--- src/rtl/sftx_pkg.sv ---
package sftx_pkg;
  parameter int unsigned CHAR_BITS = 8;
  parameter int unsigned STOP_MAX  = 2;
  localparam int unsigned NB_W     = $clog2(CHAR_BITS + 1);

  typedef enum logic [2:0] {
    ST_IDLE, ST_START, ST_DATA, ST_PAR, ST_STOP, ST_BREAK
  } tx_state_e;

  typedef enum logic [1:0] {
    PK_EVEN, PK_ODD, PK_ZERO, PK_ONE
  } par_kind_e;

  typedef struct packed {
    logic [NB_W-1:0] nbits;
    logic            par_en;
    par_kind_e       par_kind;
    logic            two_stop;
  } frame_cfg_t;
endpackage

--- src/rtl/sftx_mode_dec.sv ---
module sftx_mode_dec
  import sftx_pkg::*;
(
  input  logic [1:0]  len_code,
  input  logic [2:0]  par_code,
  input  logic [1:0]  stop_code,
  output frame_cfg_t  cfg
);
  always_comb begin
    unique case (len_code)
      2'd2:    cfg.nbits = NB_W'(CHAR_BITS - 1);
      2'd3:    cfg.nbits = NB_W'(CHAR_BITS - 2);
      default: cfg.nbits = NB_W'(CHAR_BITS);
    endcase
    cfg.par_en = (par_code < 3'd4);
    unique case (par_code[1:0])
      2'd0:    cfg.par_kind = PK_EVEN;
      2'd1:    cfg.par_kind = PK_ODD;
      2'd2:    cfg.par_kind = PK_ZERO;
      default: cfg.par_kind = PK_ONE;
    endcase
    cfg.two_stop = (stop_code == 2'd2);
  end
endmodule

--- src/rtl/sftx_parity.sv ---
module sftx_parity
  import sftx_pkg::*;
#(
  parameter int unsigned DATA_W = CHAR_BITS
) (
  input  logic [DATA_W-1:0] data,
  input  logic [NB_W-1:0]   nbits,
  input  par_kind_e         kind,
  output logic              par_bit
);
  logic [DATA_W-1:0] kept;

  for (genvar g = 0; g < DATA_W; g++) begin : g_mask
    assign kept[g] = data[g] & (NB_W'(g) < nbits);
  end

  always_comb begin
    unique case (kind)
      PK_EVEN: par_bit = ^kept;
      PK_ODD:  par_bit = ~^kept;
      PK_ZERO: par_bit = 1'b0;
      default: par_bit = 1'b1;
    endcase
  end
endmodule

--- src/rtl/sftx_brk_ctl.sv ---
module sftx_brk_ctl (
  input  logic clk,
  input  logic rst_n,
  input  logic cmd_start,
  input  logic cmd_stop,
  output logic brk_req
);
  always_ff @(posedge clk or negedge rst_n) begin
    if (!rst_n)         brk_req <= 1'b0;
    else if (cmd_stop)  brk_req <= 1'b0;
    else if (cmd_start) brk_req <= 1'b1;
  end

  p_stop_wins_r9: assert property (@(posedge clk) disable iff (!rst_n)
    cmd_stop |=> !brk_req);
  p_start_latch_r8: assert property (@(posedge clk) disable iff (!rst_n)
    (cmd_start && !cmd_stop) |=> brk_req);
endmodule

--- src/rtl/sftx_shifter.sv ---
module sftx_shifter
  import sftx_pkg::*;
#(
  parameter int unsigned DATA_W = CHAR_BITS
) (
  input  logic              clk,
  input  logic              rst_n,
  input  logic              tick,
  input  logic              load,
  input  logic [DATA_W-1:0] load_data,
  input  logic [NB_W-1:0]   load_nbits,
  input  logic              load_par_en,
  input  logic              load_par_bit,
  input  logic              load_two_stop,
  input  logic              brk_req,
  output logic              line,
  output logic              active,
  output logic              idle
);
  tx_state_e         st;
  logic [DATA_W-1:0] sh;
  logic [NB_W-1:0]   bitcnt;
  logic [NB_W-1:0]   nbits_q;
  logic              par_en_q, par_q, two_stop_q, stop2_q;

  always_ff @(posedge clk or negedge rst_n) begin
    if (!rst_n) begin
      st         <= ST_IDLE;
      sh         <= '0;
      bitcnt     <= '0;
      nbits_q    <= NB_W'(DATA_W);
      par_en_q   <= 1'b0;
      par_q      <= 1'b0;
      two_stop_q <= 1'b0;
      stop2_q    <= 1'b0;
    end else begin
      unique case (st)
        ST_IDLE: begin
          if (brk_req) begin
            st <= ST_BREAK;
          end else if (load) begin
            st         <= ST_START;
            sh         <= load_data;
            nbits_q    <= load_nbits;
            par_en_q   <= load_par_en;
            par_q      <= load_par_bit;
            two_stop_q <= load_two_stop;
            bitcnt     <= '0;
            stop2_q    <= 1'b0;
          end
        end
        ST_START: if (tick) st <= ST_DATA;
        ST_DATA: begin
          if (tick) begin
            if (bitcnt == nbits_q - NB_W'(1)) begin
              st <= par_en_q ? ST_PAR : ST_STOP;
            end else begin
              sh     <= sh >> 1;
              bitcnt <= bitcnt + NB_W'(1);
            end
          end
        end
        ST_PAR: if (tick) st <= ST_STOP;
        ST_STOP: begin
          if (tick) begin
            if (two_stop_q && !stop2_q) stop2_q <= 1'b1;
            else                        st      <= ST_IDLE;
          end
        end
        ST_BREAK: if (!brk_req) st <= ST_IDLE;
        default:  st <= ST_IDLE;
      endcase
    end
  end

  always_comb begin
    unique case (st)
      ST_START, ST_BREAK: line = 1'b0;
      ST_DATA:            line = sh[0];
      ST_PAR:             line = par_q;
      default:            line = 1'b1;
    endcase
  end

  assign active = (st != ST_IDLE) && (st != ST_BREAK);
  assign idle   = (st == ST_IDLE);

  // break may only be entered from an idle line
  p_brk_boundary_r8: assert property (@(posedge clk) disable iff (!rst_n)
    (st == ST_BREAK) |-> ($past(st) == ST_IDLE || $past(st) == ST_BREAK));
  // a bit holds until the baud tick
  p_hold_bit_r3: assert property (@(posedge clk) disable iff (!rst_n)
    (active && !tick) |=> ($stable(line) && active));
  // a frame in progress ignores break requests until the stop bit ends
  p_frame_kept_r8: assert property (@(posedge clk) disable iff (!rst_n)
    (active && !tick) |=> (st != ST_BREAK));
endmodule

--- src/rtl/serial_frame_tx.sv ---
module serial_frame_tx
  import sftx_pkg::*;
(
  input  logic                 clk,
  input  logic                 rst_n,
  input  logic                 baud_tick,
  input  logic [1:0]           mode_len,
  input  logic [2:0]           mode_par,
  input  logic [1:0]           mode_stop,
  input  logic                 brk_start,
  input  logic                 brk_stop,
  input  logic [CHAR_BITS-1:0] in_data,
  input  logic                 in_valid,
  output logic                 in_ready,
  output logic                 tx_line,
  output logic                 tx_active
);
  frame_cfg_t cfg;
  logic       par_bit, brk_req, sh_idle, take;

  sftx_mode_dec u_dec (
    .len_code (mode_len),
    .par_code (mode_par),
    .stop_code(mode_stop),
    .cfg      (cfg)
  );

  sftx_parity #(.DATA_W(CHAR_BITS)) u_par (
    .data   (in_data),
    .nbits  (cfg.nbits),
    .kind   (cfg.par_kind),
    .par_bit(par_bit)
  );

  sftx_brk_ctl u_brk (
    .clk      (clk),
    .rst_n    (rst_n),
    .cmd_start(brk_start),
    .cmd_stop (brk_stop),
    .brk_req  (brk_req)
  );

  assign in_ready = sh_idle && !brk_req;
  assign take     = in_valid && in_ready;

  sftx_shifter #(.DATA_W(CHAR_BITS)) u_sh (
    .clk          (clk),
    .rst_n        (rst_n),
    .tick         (baud_tick),
    .load         (take),
    .load_data    (in_data),
    .load_nbits   (cfg.nbits),
    .load_par_en  (cfg.par_en),
    .load_par_bit (par_bit),
    .load_two_stop(cfg.two_stop),
    .brk_req      (brk_req),
    .line         (tx_line),
    .active       (tx_active),
    .idle         (sh_idle)
  );

  p_ready_high_r2: assert property (@(posedge clk) disable iff (!rst_n)
    in_ready |-> (tx_line && !tx_active));
  p_accept_start_r2: assert property (@(posedge clk) disable iff (!rst_n)
    (in_valid && in_ready) |=> (tx_active && !tx_line && !in_ready));
  p_break_inactive_r10: assert property (@(posedge clk) disable iff (!rst_n)
    (!tx_line && !tx_active) |-> !in_ready);
endmodule

--- config.mk ---
export PLATFORM = sky130hd
export DESIGN_NAME = serial_frame_tx
export DESIGN_NICKNAME = d
export VERILOG_FILES = /design/src/rtl/sftx_pkg.sv /design/src/rtl/sftx_mode_dec.sv /design/src/rtl/sftx_parity.sv /design/src/rtl/sftx_brk_ctl.sv /design/src/rtl/sftx_shifter.sv /design/src/rtl/serial_frame_tx.sv
export SDC_FILE = /design/constraint.sdc
export NUM_CORES = 1
export LEC_CHECK = 0
export BUFFER_PORTS_ARGS = -buffer_cell sky130_fd_sc_hd__buf_2
export CORE_MARGIN = 2
export CORE_UTILIZATION = 40
export CTS_CLUSTER_DIAMETER = 40
export CTS_CLUSTER_SIZE = 14
export DETAILED_ROUTE_END_ITERATION = 6
export SYNTH_ARGS = -nofsm -noshare
export SYNTH_HDL_FRONTEND = slang
export SYNTH_SLANG_ARGS = --single-unit
--- constraint.sdc ---
create_clock -name clk -period 5.41 [get_ports clk]
set_input_delay 0.2705 -clock clk [delete_from_list [all_inputs] [get_ports clk]]
set_output_delay 0.2705 -clock clk [all_outputs]
set_load 0.05 [all_outputs]
==> flow_summary.json <==
{
  "finalInstanceArea_sq_mm": 0.00156,
  "n_antenna_cell": 0,
  "drt-vias-per-instance": 5.33,
  "synth.distinct_cells": 44,
  "worst-setup-path-type": "reg -> reg",
  "dp_slack_ns": 2.96,
  "busiest_layer": "met2",
  "yosysWarnings": 0,
  "syn_area_per_cell_sq_um": 10.5,
  "start_kind": "flop",
  "cp_num_buf_inv": 1,
  "cts_tree": "done",
  "power_density_mw_per_mm2": 489,
  "maxCapViolCount": 0,
  "vias": 1065,
  "syn_nets": 154,
  "tightest_slew_ns": 0.689,
  "clock_sinks": 23,
  "synth_area_leaders": "dfrtp_1, o221a_2, nand2b_1, nand2_1, xnor3_1",
  "p_int_uw": 452,
  "wirelength_microns": 2620,
  "mostFrequentLayoutCell": "buf_2",
  "combPwrFrac_pct": 48.7,
  "critPathMaxFanout": 3,
  "routedWlPerCell_microns": 13.1,
  "slew_violations": 0,
  "grt_start_max_net_pins": 24,
  "clkSlewWorstSetupHoldPaths_ns": 0.12,
  "max-vdd-ir-drop_uv": 180,
  "hp-class": "in -> reg",
  "reg2reg_from": "u_sh.nbits_q[0]",
  "yosysTopAreaCell": "dfrtp_1",
  "post-route-drc-count": 0,
  "globalRoute.totalOverflow": 0,
  "die-area_sq_mm": 0.00391,
  "critical-path-max-stage-delay_ns": 0.59,
  "met3_usage_pct": 4.68,
  "cts_buffers": 3,
  "cp.depth": 6,
  "async_flop_share_pct": 100,
  "status": "finished, final reports clean",
  "final_core_util_pct": 47.0,
  "drtIter0Drc": 47,
  "skew_ns": 0.00214,
  "portBuffers": 23,
  "synth_edf_count": 0,
  "cts_buffer_depth": 2,
  "dp_hpwl_microns": 2010,
  "final_cell_mix": "buf_2, dfrtp_1, nand2_1",
  "path_cells": "inv_1 > ha_1 > xor3_1 > o41a_1 > or4b_4 > mux2_4",
  "first_global_vias": 1015,
  "layout_min_cycle_time_ns": 2.47,
  "start_util_pct": 41.4,
  "grtUsageMet2_pct": 23.1,
  "synth_seq_cells": 23,
  "fp.dieH_microns": 62.6,
  "postRouteAntennaNets": 0,
  "p_clk_share_pct": 10.3,
  "fin_nets": 179,
  "grt_pass1_wl_microns": 4610,
  "cts_root_buf": "clkbuf_4",
  "relSlewSlack_pct": 54.0,
  "htreeDepth": 1,
  "grt_use_total_pct": 14.8,
  "fillerInstances": 340,
  "hold_viol": 0,
  "dr.pass1.iters": 4,
  "startpoint": "u_sh.nbits_q[0]",
  "p_sw_uw": 308,
  "p_leak_uw": 0.000686,
  "ioPinCount": 24,
  "syn_to_final_growth_pct": 13.4,
  "layout-drive-gt1-share_pct": 29.2,
  "antenna_found_initial": 0,
  "die-width_microns": 62.6,
  "synth_area_sq_mm": 0.00137,
  "routabilityCongestion": 0.790,
  "ys.flop_type": "dfrtp_1",
  "rsz0062_at_grt": "false",
  "syn_inst": 130,
  "finalSetupTns_ns": 0,
  "p_sw_share_pct": 40.5,
  "period_share_pct": 45.7,
  "setup_viol": 0,
  "reg2regPathDepth": 6,
  "crit_end": "u_sh.st[2]",
  "total_power_uw": 761,
  "insertion_delay_ns": 0.31,
  "grt_util_met1_pct": 20.2,
  "cp-end-kind": "flop",
  "critPathArrivalTime_ns": 2.68,
  "rows": 21,
  "slowest_stage": "or4b_4",
  "fin_ws_ns": 2.94,
  "fmax_ghz": 0.405,
  "placed_area_sq_mm": 0.00152,
  "ys_seq_area_share_pct": 42.1,
  "r2r-end": "u_sh.st[2]",
  "core_sq_mm": 0.00331,
  "crit_required_ns": 5.62,
  "power_frac_seq_pct": 41.0,
  "path_delay_family": "simple AND/OR/NAND/NOR gates",
  "netlist.area_leader.share_pct": 40.1,
  "reg2reg_slack_ns": 2.94
}
==> power by group through the flow <==
stage,combinational [uW],clock (uW),sequential (uW)
global placement,364,0,313
global route,409,91.2,325
detailed placement,373,0,315
finish,370,78.6,312
floorplan,335,0,281
CTS,374,82.0,313
==> worst register-to-register path: cells and delay by family (launching register included) <==
kind / cells / cell delay [ns]
xor+xnor: 1 / 0.42
fa+ha+maj: 1 / 0.15
simple gates: 1 / 0.59
flops: 1 / 0.43
buf+inv: 1 / 0.10
compound gates: 1 / 0.37
mux: 1 / 0.32
==> worst min-delay path by stage <==
stage,cells after the start,slack (ns),end,start
2_1_floorplan,0,-0.03,u_brk.brk_req,rst_n
3_3_place_gp,1,0.27,u_sh.two_stop_q,rst_n
3_5_place_dp,1,0.27,u_brk.brk_req,rst_n
4_1_cts,2,0.09,u_brk.brk_req,brk_stop
5_1_grt,2,0.07,u_brk.brk_req,brk_stop
6_report,2,0.09,u_brk.brk_req,brk_stop
==> cells in the mapped netlist (2+ instances only) <==
| library cell | number |
|---|---|
| and2_1 | 2 |
| dfrtp_1 | 22 |
| ha_1 | 3 |
| nand3_1 | 2 |
| clkbuf_1 | 2 |
| or2_2 | 2 |
| nand2b_1 | 10 |
| nor2_1 | 8 |
| a21oi_1 | 2 |
| a211oi_1 | 2 |
| xnor2_1 | 5 |
| mux2_4 | 2 |
| inv_1 | 4 |
| o221a_2 | 7 |
| o21ai_0 | 7 |
| nor3_1 | 3 |
| nand2_1 | 12 |
| nor4_1 | 2 |
| mux2i_1 | 4 |
| xnor3_1 | 2 |
| a22oi_1 | 4 |
==> cell families after synthesis <==
| group | Yosys count | share of synthesized area [%] |
|---|---|---|
| xor gates and xnor gates | 8 | 8.21 |
| AOI/OAI and AO/OA | 31 | 18.1 |
| and+or+nand+nor | 50 | 20.0 |
| muxes | 7 | 5.93 |
| buffers and inverters | 8 | 3.01 |
| adders and majority gates | 3 | 2.74 |
| DFF | 23 | 42.1 |
==> state kept, by name, summed over array words and instances (netlist names) <==
name,cells
u_sh.sh,8
u_sh.stop2_q,1
u_sh.nbits_q,3
u_sh.par_q,1
u_brk.brk_req,1
u_sh.par_en_q,1
u_sh.st,3
u_sh.bitcnt,4
u_sh.two_stop_q,1
==> cell type report <==
class,instances,area (sq um),area share [%]
Clock inverter,1,5.00,0.322
Timing Repair Buffer,24,125,8.05
Multi-Input combinational cell,99,753,48.4
Sequential cell,23,577,37.1
Clock buffer,3,22.5,1.45
Inverter,4,15.0,0.965
Tap cell,46,57.6,3.70
==> repair_timing <==
item                                   CTS  global route
setup buffers                            0             0
endpoints found under the hold margin   22             0
hold buffers                             1             0
gates resized for setup                  0             0
==> through the flow <==
step / hold WS [ns] / instances
global route: 0.0719 / 200
finish: 0.0940 / 200
global placement: 0.270 / 195
CTS: 0.0907 / 200
floorplan: -0.0251 / 130
detailed placement: 0.268 / 195
==> metal layers <==
metal	share of wire, %	vias to the layer above
met4	0.73	0
li1	-	526
met1	48	516
met3	4.7	2
met5	0	-
met2	46	21
Note: power is estimated with default switching activity, not from simulation.
